==> src/rtl/wupd_pkg.sv <==
package wupd_pkg;
  typedef enum logic [1:0] {
    ST_EXCL  = 2'd0,
    ST_SHCLN = 2'd1,
    ST_SHMOD = 2'd2,
    ST_MOD   = 2'd3
  } line_st_e;

  typedef enum logic [1:0] {
    BC_READ    = 2'd0,
    BC_UPDATE  = 2'd1,
    BC_FLUSH   = 2'd2,
    BC_READUPD = 2'd3
  } bus_cmd_e;

  typedef enum logic [1:0] {
    CO_READ  = 2'd0,
    CO_WRITE = 2'd1,
    CO_EVICT = 2'd2,
    CO_NOP   = 2'd3
  } cpu_op_e;

  function automatic line_st_e pick_shared(input logic shr);
    return shr ? ST_SHMOD : ST_MOD;
  endfunction
endpackage

==> src/rtl/wupd_next.sv <==
module wupd_next
  import wupd_pkg::*;
#(
  parameter int N     = 8,
  parameter int IDX_W = 3
) (
  input  line_st_e             st_q   [N],
  input  logic     [N-1:0]     miss_q,
  input  logic                 cpu_vld,
  input  cpu_op_e              cpu_op,
  input  logic     [IDX_W-1:0] cpu_idx,
  input  logic                 shr_in,
  input  logic                 snp_vld,
  input  bus_cmd_e             snp_cmd,
  input  logic     [IDX_W-1:0] snp_idx,
  output line_st_e             st_d   [N],
  output logic     [N-1:0]     miss_d,
  output logic     [N-1:0]     line_we,
  output logic                 bus_vld_d,
  output bus_cmd_e             bus_cmd_d,
  output logic                 wb_d,
  output logic                 supply_d
);
  line_st_e st_snp [N];

  for (genvar i = 0; i < N; i++) begin : g_line
    logic snp_hit, cpu_hit;
    assign snp_hit = snp_vld && (snp_idx == IDX_W'(i)) && !miss_q[i];
    assign cpu_hit = cpu_vld && (cpu_idx == IDX_W'(i));
    assign line_we[i] = snp_hit || cpu_hit;

    // snoop transition, applied first
    always_comb begin
      st_snp[i] = st_q[i];
      if (snp_hit) begin
        unique case (snp_cmd)
          BC_READ: begin
            if (st_q[i] == ST_EXCL) st_snp[i] = ST_SHCLN;
            else if (st_q[i] == ST_MOD) st_snp[i] = ST_SHMOD;
          end
          BC_UPDATE, BC_READUPD: st_snp[i] = ST_SHCLN;
          default: st_snp[i] = st_q[i];
        endcase
      end
    end

    // processor transition on the snooped result
    always_comb begin
      st_d[i]   = st_snp[i];
      miss_d[i] = miss_q[i];
      if (cpu_hit) begin
        unique case (cpu_op)
          CO_READ: begin
            if (miss_q[i]) begin
              miss_d[i] = 1'b0;
              st_d[i]   = shr_in ? ST_SHCLN : ST_EXCL;
            end
          end
          CO_WRITE: begin
            miss_d[i] = 1'b0;
            if (miss_q[i]) st_d[i] = pick_shared(shr_in);
            else if (st_snp[i] == ST_SHCLN || st_snp[i] == ST_SHMOD)
              st_d[i] = pick_shared(shr_in);
            else st_d[i] = ST_MOD;
          end
          CO_EVICT: begin
            if (!miss_q[i]) begin
              miss_d[i] = 1'b1;
              st_d[i]   = ST_EXCL;
            end
          end
          default: st_d[i] = st_snp[i];
        endcase
      end
    end
  end

  line_st_e snp_line_st;
  logic     snp_line_miss;
  line_st_e cpu_line_st;
  logic     cpu_line_miss;

  assign snp_line_st   = st_q[snp_idx];
  assign snp_line_miss = miss_q[snp_idx];
  assign cpu_line_st   = st_snp[cpu_idx];
  assign cpu_line_miss = miss_q[cpu_idx];

  always_comb begin
    supply_d = 1'b0;
    if (snp_vld && !snp_line_miss &&
        (snp_cmd == BC_READ || snp_cmd == BC_READUPD) &&
        (snp_line_st == ST_MOD || snp_line_st == ST_SHMOD))
      supply_d = 1'b1;
  end

  always_comb begin
    bus_vld_d = 1'b0;
    bus_cmd_d = BC_READ;
    wb_d      = 1'b0;
    if (cpu_vld) begin
      unique case (cpu_op)
        CO_READ: if (cpu_line_miss) bus_vld_d = 1'b1;
        CO_WRITE: begin
          if (cpu_line_miss) begin
            bus_vld_d = 1'b1;
            bus_cmd_d = BC_READUPD;
          end else if (cpu_line_st == ST_SHCLN || cpu_line_st == ST_SHMOD) begin
            bus_vld_d = 1'b1;
            bus_cmd_d = BC_UPDATE;
          end
        end
        CO_EVICT: begin
          if (!cpu_line_miss &&
              (cpu_line_st == ST_MOD || cpu_line_st == ST_SHMOD)) begin
            bus_vld_d = 1'b1;
            bus_cmd_d = BC_FLUSH;
            wb_d      = 1'b1;
          end
        end
        default: bus_vld_d = 1'b0;
      endcase
    end
  end
endmodule

==> src/rtl/wupd_line_bank.sv <==
module wupd_line_bank
  import wupd_pkg::*;
#(
  parameter int N = 8
) (
  input  logic             clk,
  input  logic             rst_n,
  input  logic [N-1:0]     line_we,
  input  line_st_e         st_d   [N],
  input  logic [N-1:0]     miss_d,
  output line_st_e         st_q   [N],
  output logic [N-1:0]     miss_q
);
  for (genvar i = 0; i < N; i++) begin : g_reg
    always_ff @(posedge clk or negedge rst_n) begin
      if (!rst_n) begin
        st_q[i]   <= ST_EXCL;
        miss_q[i] <= 1'b1;
      end else if (line_we[i]) begin
        st_q[i]   <= st_d[i];
        miss_q[i] <= miss_d[i];
      end
    end
  end
endmodule

==> src/rtl/wupd_bus_reg.sv <==
module wupd_bus_reg
  import wupd_pkg::*;
#(
  parameter int IDX_W = 3
) (
  input  logic             clk,
  input  logic             rst_n,
  input  logic             bus_vld_d,
  input  bus_cmd_e         bus_cmd_d,
  input  logic [IDX_W-1:0] bus_idx_d,
  input  logic             wb_d,
  input  logic             supply_d,
  output logic             bus_vld_q,
  output bus_cmd_e         bus_cmd_q,
  output logic [IDX_W-1:0] bus_idx_q,
  output logic             wb_q,
  output logic             supply_q
);
  always_ff @(posedge clk or negedge rst_n) begin
    if (!rst_n) begin
      bus_vld_q <= 1'b0;
      wb_q      <= 1'b0;
      supply_q  <= 1'b0;
    end else begin
      bus_vld_q <= bus_vld_d;
      wb_q      <= wb_d;
      supply_q  <= supply_d;
    end
  end

  always_ff @(posedge clk or negedge rst_n) begin
    if (!rst_n) begin
      bus_cmd_q <= BC_READ;
      bus_idx_q <= '0;
    end else if (bus_vld_d) begin
      bus_cmd_q <= bus_cmd_d;
      bus_idx_q <= bus_idx_d;
    end
  end
endmodule

==> src/rtl/wupd_line_ctrl.sv <==
module wupd_line_ctrl
  import wupd_pkg::*;
#(
  parameter int NUM_LINES = 8,
  localparam int IDX_W    = (NUM_LINES > 1) ? $clog2(NUM_LINES) : 1
) (
  input  logic             clk,
  input  logic             rst_n,
  input  logic             cpu_vld,
  input  logic [1:0]       cpu_op,
  input  logic [IDX_W-1:0] cpu_idx,
  input  logic             shared_in,
  input  logic             snp_vld,
  input  logic [1:0]       snp_cmd,
  input  logic [IDX_W-1:0] snp_idx,
  input  logic [IDX_W-1:0] qry_idx,
  output logic             bus_vld,
  output logic [1:0]       bus_cmd,
  output logic [IDX_W-1:0] bus_idx,
  output logic             bus_wb,
  output logic             snp_supply,
  output logic [1:0]       qry_state,
  output logic             qry_miss
);
  logic rst_meta_n, rst_core_n;

  always_ff @(posedge clk or negedge rst_n) begin
    if (!rst_n) begin
      rst_meta_n <= 1'b0;
      rst_core_n <= 1'b0;
    end else begin
      rst_meta_n <= 1'b1;
      rst_core_n <= rst_meta_n;
    end
  end

  line_st_e               st_q   [NUM_LINES];
  line_st_e               st_d   [NUM_LINES];
  logic [NUM_LINES-1:0]   miss_q, miss_d, line_we;
  logic                   bus_vld_d, wb_d, supply_d;
  bus_cmd_e               bus_cmd_d, bus_cmd_q;
  logic                   cpu_line_miss;

  assign cpu_line_miss = miss_q[cpu_idx];

  wupd_next #(.N(NUM_LINES), .IDX_W(IDX_W)) u_next (
    .st_q      (st_q),
    .miss_q    (miss_q),
    .cpu_vld   (cpu_vld),
    .cpu_op    (cpu_op_e'(cpu_op)),
    .cpu_idx   (cpu_idx),
    .shr_in    (shared_in),
    .snp_vld   (snp_vld),
    .snp_cmd   (bus_cmd_e'(snp_cmd)),
    .snp_idx   (snp_idx),
    .st_d      (st_d),
    .miss_d    (miss_d),
    .line_we   (line_we),
    .bus_vld_d (bus_vld_d),
    .bus_cmd_d (bus_cmd_d),
    .wb_d      (wb_d),
    .supply_d  (supply_d)
  );

  wupd_line_bank #(.N(NUM_LINES)) u_bank (
    .clk     (clk),
    .rst_n   (rst_core_n),
    .line_we (line_we),
    .st_d    (st_d),
    .miss_d  (miss_d),
    .st_q    (st_q),
    .miss_q  (miss_q)
  );

  wupd_bus_reg #(.IDX_W(IDX_W)) u_out (
    .clk       (clk),
    .rst_n     (rst_core_n),
    .bus_vld_d (bus_vld_d),
    .bus_cmd_d (bus_cmd_d),
    .bus_idx_d (cpu_idx),
    .wb_d      (wb_d),
    .supply_d  (supply_d),
    .bus_vld_q (bus_vld),
    .bus_cmd_q (bus_cmd_q),
    .bus_idx_q (bus_idx),
    .wb_q      (bus_wb),
    .supply_q  (snp_supply)
  );

  assign bus_cmd   = bus_cmd_q;
  assign qry_state = st_q[qry_idx];
  assign qry_miss  = miss_q[qry_idx];
endmodule

==> config.mk <==
export PLATFORM = sky130hd
export DESIGN_NAME = wupd_line_ctrl
export DESIGN_NICKNAME = d
export VERILOG_FILES = /design/src/rtl/wupd_pkg.sv /design/src/rtl/wupd_next.sv /design/src/rtl/wupd_line_bank.sv /design/src/rtl/wupd_bus_reg.sv /design/src/rtl/wupd_line_ctrl.sv
export SDC_FILE = /design/constraint.sdc
export NUM_CORES = 1
export LEC_CHECK = 0
export BUFFER_PORTS_ARGS = -buffer_cell sky130_fd_sc_hd__buf_2
export CAP_MARGIN = 20
export CORE_MARGIN = 2
export CORE_UTILIZATION = 47
export CTS_CLUSTER_DIAMETER = 120
export DETAILED_ROUTE_END_ITERATION = 8
export PLACE_DENSITY = 0.68
export SYNTH_ARGS = -nofsm -noshare
export SYNTH_HDL_FRONTEND = slang
export SYNTH_SLANG_ARGS = --single-unit
==> constraint.sdc <==
create_clock -name clk -period 1.15 [get_ports clk]
set_input_delay 0 -clock clk [delete_from_list [all_inputs] [get_ports clk]]
set_output_delay 0 -clock clk [all_outputs]
set_load 0.02 [all_outputs]
==> key figures <==
Run status
  – Outcome: complete, but fails checks
  – Failing checks: design-rule violations, negative setup slack

STA
  – Clock skew: 0.00923 ns
  – RSZ-0062 raised after global routing: yes
  – FMAX: roughly 330 MHz
  – Final Cycle Share: 266%
  – Final setup fails: 27
  – Slew Limit Fails: 0
  – Hold violation total from the final report: 0
  – Setup WS post-layout: -1.91 ns
  – Final setup TNS: -20.22 ns
  – Min Tclk post-route: 3.06 ns

Synth
  – Synth top area cells: dfrtp_1 21%, mux4_2 9.4%, nand2_1 7.7%
  – Mean post-synth cell area: roughly 8.3 um^2
  – Syn Std Cell Area: 3120 um^2
  – Cell count after synthesis: 377
  – Area share of the largest cell type after synthesis: 20.8%
  – Post-synthesis sequential area ratio: between 20 and 30%
  – Post-synthesis compound-gate area fraction: between 20% and 30%
  – Flops & latches, synth: 34
  – Post-Synth Simple-Gate Area: roughly a fifth
  – Mux cell area share after synthesis: between 10% and 20%
  – Commonest cells in the netlist: 64 x nand2_1, 33 x o21ai_0, 27 x a21oi_1
  – Synth Net Count: 405
  – Count leader, synth: nand2_1
  – Area share of fa/ha/maj cells after synthesis: approximately 4.0%
  – Synth Area in XOR/XNOR: 0%
  – Yosys cell types: 65
  – Fraction of registers with async set/reset: 100%
  – Yosys top cell by area: dfrtp_1
  – Yosys warning total: 0
  – Largest family of logic cells by synthesized area: compound AO/OA/AOI/OAI gates
  – Ys flop type: dfrtp_1
  – Number of synthesized flops with an enable pin: 0

Worst setup path
  – CP required: 1.35 ns
  – Critical path class: reg2reg
  – Startpoint types: flip-flop
  – Worst-path fanout max: 5
  – Critical Path End Type: flip-flop
  – Worst EP arrival: between 3 and 4 ns

Cells and area
  – Share of layout cells above drive strength 1: about three fifths
  – Layout area overhead: 71.9%
  – # diodes: 0
  – Final nets: 566
  – Final core utilization: 84.1%

Clock network
  – H-tree lvl count: 2
  – CTS root buffer: clkbuf_8
  – Clk Latency, worst-skew pair: between 0.3 and 0.4 ns
  – Clock-pin slew on the worst setup and hold paths: 0.08 ns
  – TritonCTS Sinks: 34
  – Longest Clk Path Bufs: 2
  – CTS buffer count: 5
  – CTS tree: yes

Floorplanning
  – Area of the die: roughly 7300 um^2
  – Initial Util: between 40% and 50%
  – I/O pin cnt: 29
  – Chip width: between 80 and 90 um
  – Die H: between 80 and 90 um
  – Core box area: between 6000 and 7000 um^2
  – Site Rows: 29

Placed design
  – RePlAce Congestion: ~1
  – Port buffer count: 28
  – HPWL reported at the end of detailed placement: 9230 um

Power
  – Peak supply drop: about 1.0 mV
  – PD cells: about 1300 nW/um^2
  – Pleak: between 0.002 and 0.0025 uW

Global route
  – Pin count of the biggest net entering global routing: 33
  – Initial antenna violation count: 0
  – Gr ovfl total: 0
  – Vias in the first global route: around 4,200
  – All-Layer GR Usage: between 30% and 40%
  – First-pass GRT wire length: 21,600 um

Route
  – Via/cell ratio: slightly above 7
  – Antenna-violating nets left: 0
  – Pre-Repair DR Iteration Count: 9
  – Via count: around 4,300
  – Starting DRT DRC Count: just over 700
  – Routed len/inst: about 25 um
  – DRC: 4
  – Final WL: about 15,000 um

Flow run
  – Max-cap violations: 0

Worst hold path
  – Hold WC Path Type: in2reg
report_power, final:
part           switching (uW)  leakage (uW)  total (uW)  internal, uW
logic                    2120       0.00187        4090          1970
clock network             519     0.0000472        1000           482
registers                 202      0.000414        1690          1490
cells by family after synthesis:
family                     Yosys count
AOI/OAI and AO/OA                  126
adders and majority gates           10
buffers and inverters               47
muxes                               29
DFF                                 34
and+or+nand+nor                    130
other                                1
stage by stage:
stage | hold WS [ns] | total power (uW) | worst slack [ns] | instance area, um^2 | instances
global route | 0.0671 | 7000 | -1.92 | 5370 | 616
CTS | 0.0450 | 6150 | -1.73 | 5060 | 606
floorplan | -0.296 | 3430 | -1.72 | 3420 | 377
finish | 0.0610 | 6780 | -1.91 | 5370 | 616
global placement | -0.215 | 4600 | -1.83 | 4490 | 589
detailed placement | -0.214 | 4710 | -1.89 | 4490 | 589
flip-flops by register name (all words and copies together), names as in the netlist:
| name | cells |
|---|---|
| rst_meta_n | 1 |
| u_bank.miss_q | 8 |
| u_out.bus_idx_q | 3 |
| u_out.bus_cmd_q | 2 |
| u_out.wb_q | 1 |
| rst_core_n | 1 |
| u_out.bus_vld_q | 1 |
| u_bank.st_q | 16 |
| u_out.supply_q | 1 |
timing repair:
action                                 CTS  global route
gates cloned                             1             0
resized for setup                      100            64
endpoints found under the hold margin    2             0
setup buffers                            8            16
setup endpoints to repair               27            31
pin swaps                               28            18
hold buffers                             2             0
worst max-delay path, cell delays in order, from the launching register on:
cell and delay (ns):
dfstp_2 0.37, or3b_1 0.42, nor2_2 0.19, mux2i_2 0.12
mux4_2 0.51, mux2i_2 0.22, inv_1 0.11, ha_4 0.24
o221ai_4 0.23, o311ai_4 0.20, mux2_4 0.33
cell type report:
cell class              instances  area, um^2
multi-input cells             297        2750
repair buffers                177        1460
fillers                       318        1020
flip-flops and latches         34         861
inverters                      23         108
well taps                      77        96.3
clock buffers                   6        82.6
clock inverters                 2        12.5
layer usage:
metal  track usage (%)  wire length, um  vias up  part of all wire, %
met5                 0                0        -                    0
met4              24.2             1360        0                  8.8
met3              8.66             1750      160                   11
met2              63.7             7070      406                   46
met1              46.8             5230     2033                   34
li1                  -                -     1738                    -
final timing paths:
| kind | from | to | slack (ns) | cells after the start |
|---|---|---|---|---|
| worst max-delay path | u_bank.miss_q[1] | u_out.bus_idx_q[1] | -1.91 | 10 |
| worst min-delay path | snp_cmd[0] | u_out.supply_q | 0.06 | 4 |
| worst max register to register | u_bank.miss_q[1] | u_out.bus_idx_q[1] | -1.91 | 10 |
| worst min register to register | rst_core_n | u_out.bus_cmd_q[1] | 0.23 | 1 |
| max in group asynchronous | rst_n | rst_meta_n | 0.49 | 3 |
| min in group asynchronous | rst_core_n | u_out.bus_cmd_q[1] | 0.23 | 1 |
layout by cell type (no fill, tap or decap), types with 4 or more instances in the layout:
cell type / count
mux4_2: 13
o21ai_1: 11
inv_2: 4
buf_6: 38
nand2_2: 4
mux2_4: 6
clkbuf_8: 6
nand2_4: 8
a21oi_1: 19
inv_1: 14
nor2_1: 13
nor3b_4: 4
buf_4: 110
o22ai_2: 6
and3_1: 4
dfrtp_1: 26
nand3_1: 4
ha_1: 6
nand2_1: 52
nor2_2: 5
o22ai_1: 5
o31ai_4: 5
a21oi_2: 6
o21ai_0: 16
nor2_4: 4
mux2i_2: 4
buf_2: 23
a31oi_1: 8
dfstp_2: 8
(Power assumes the default switching activity.)
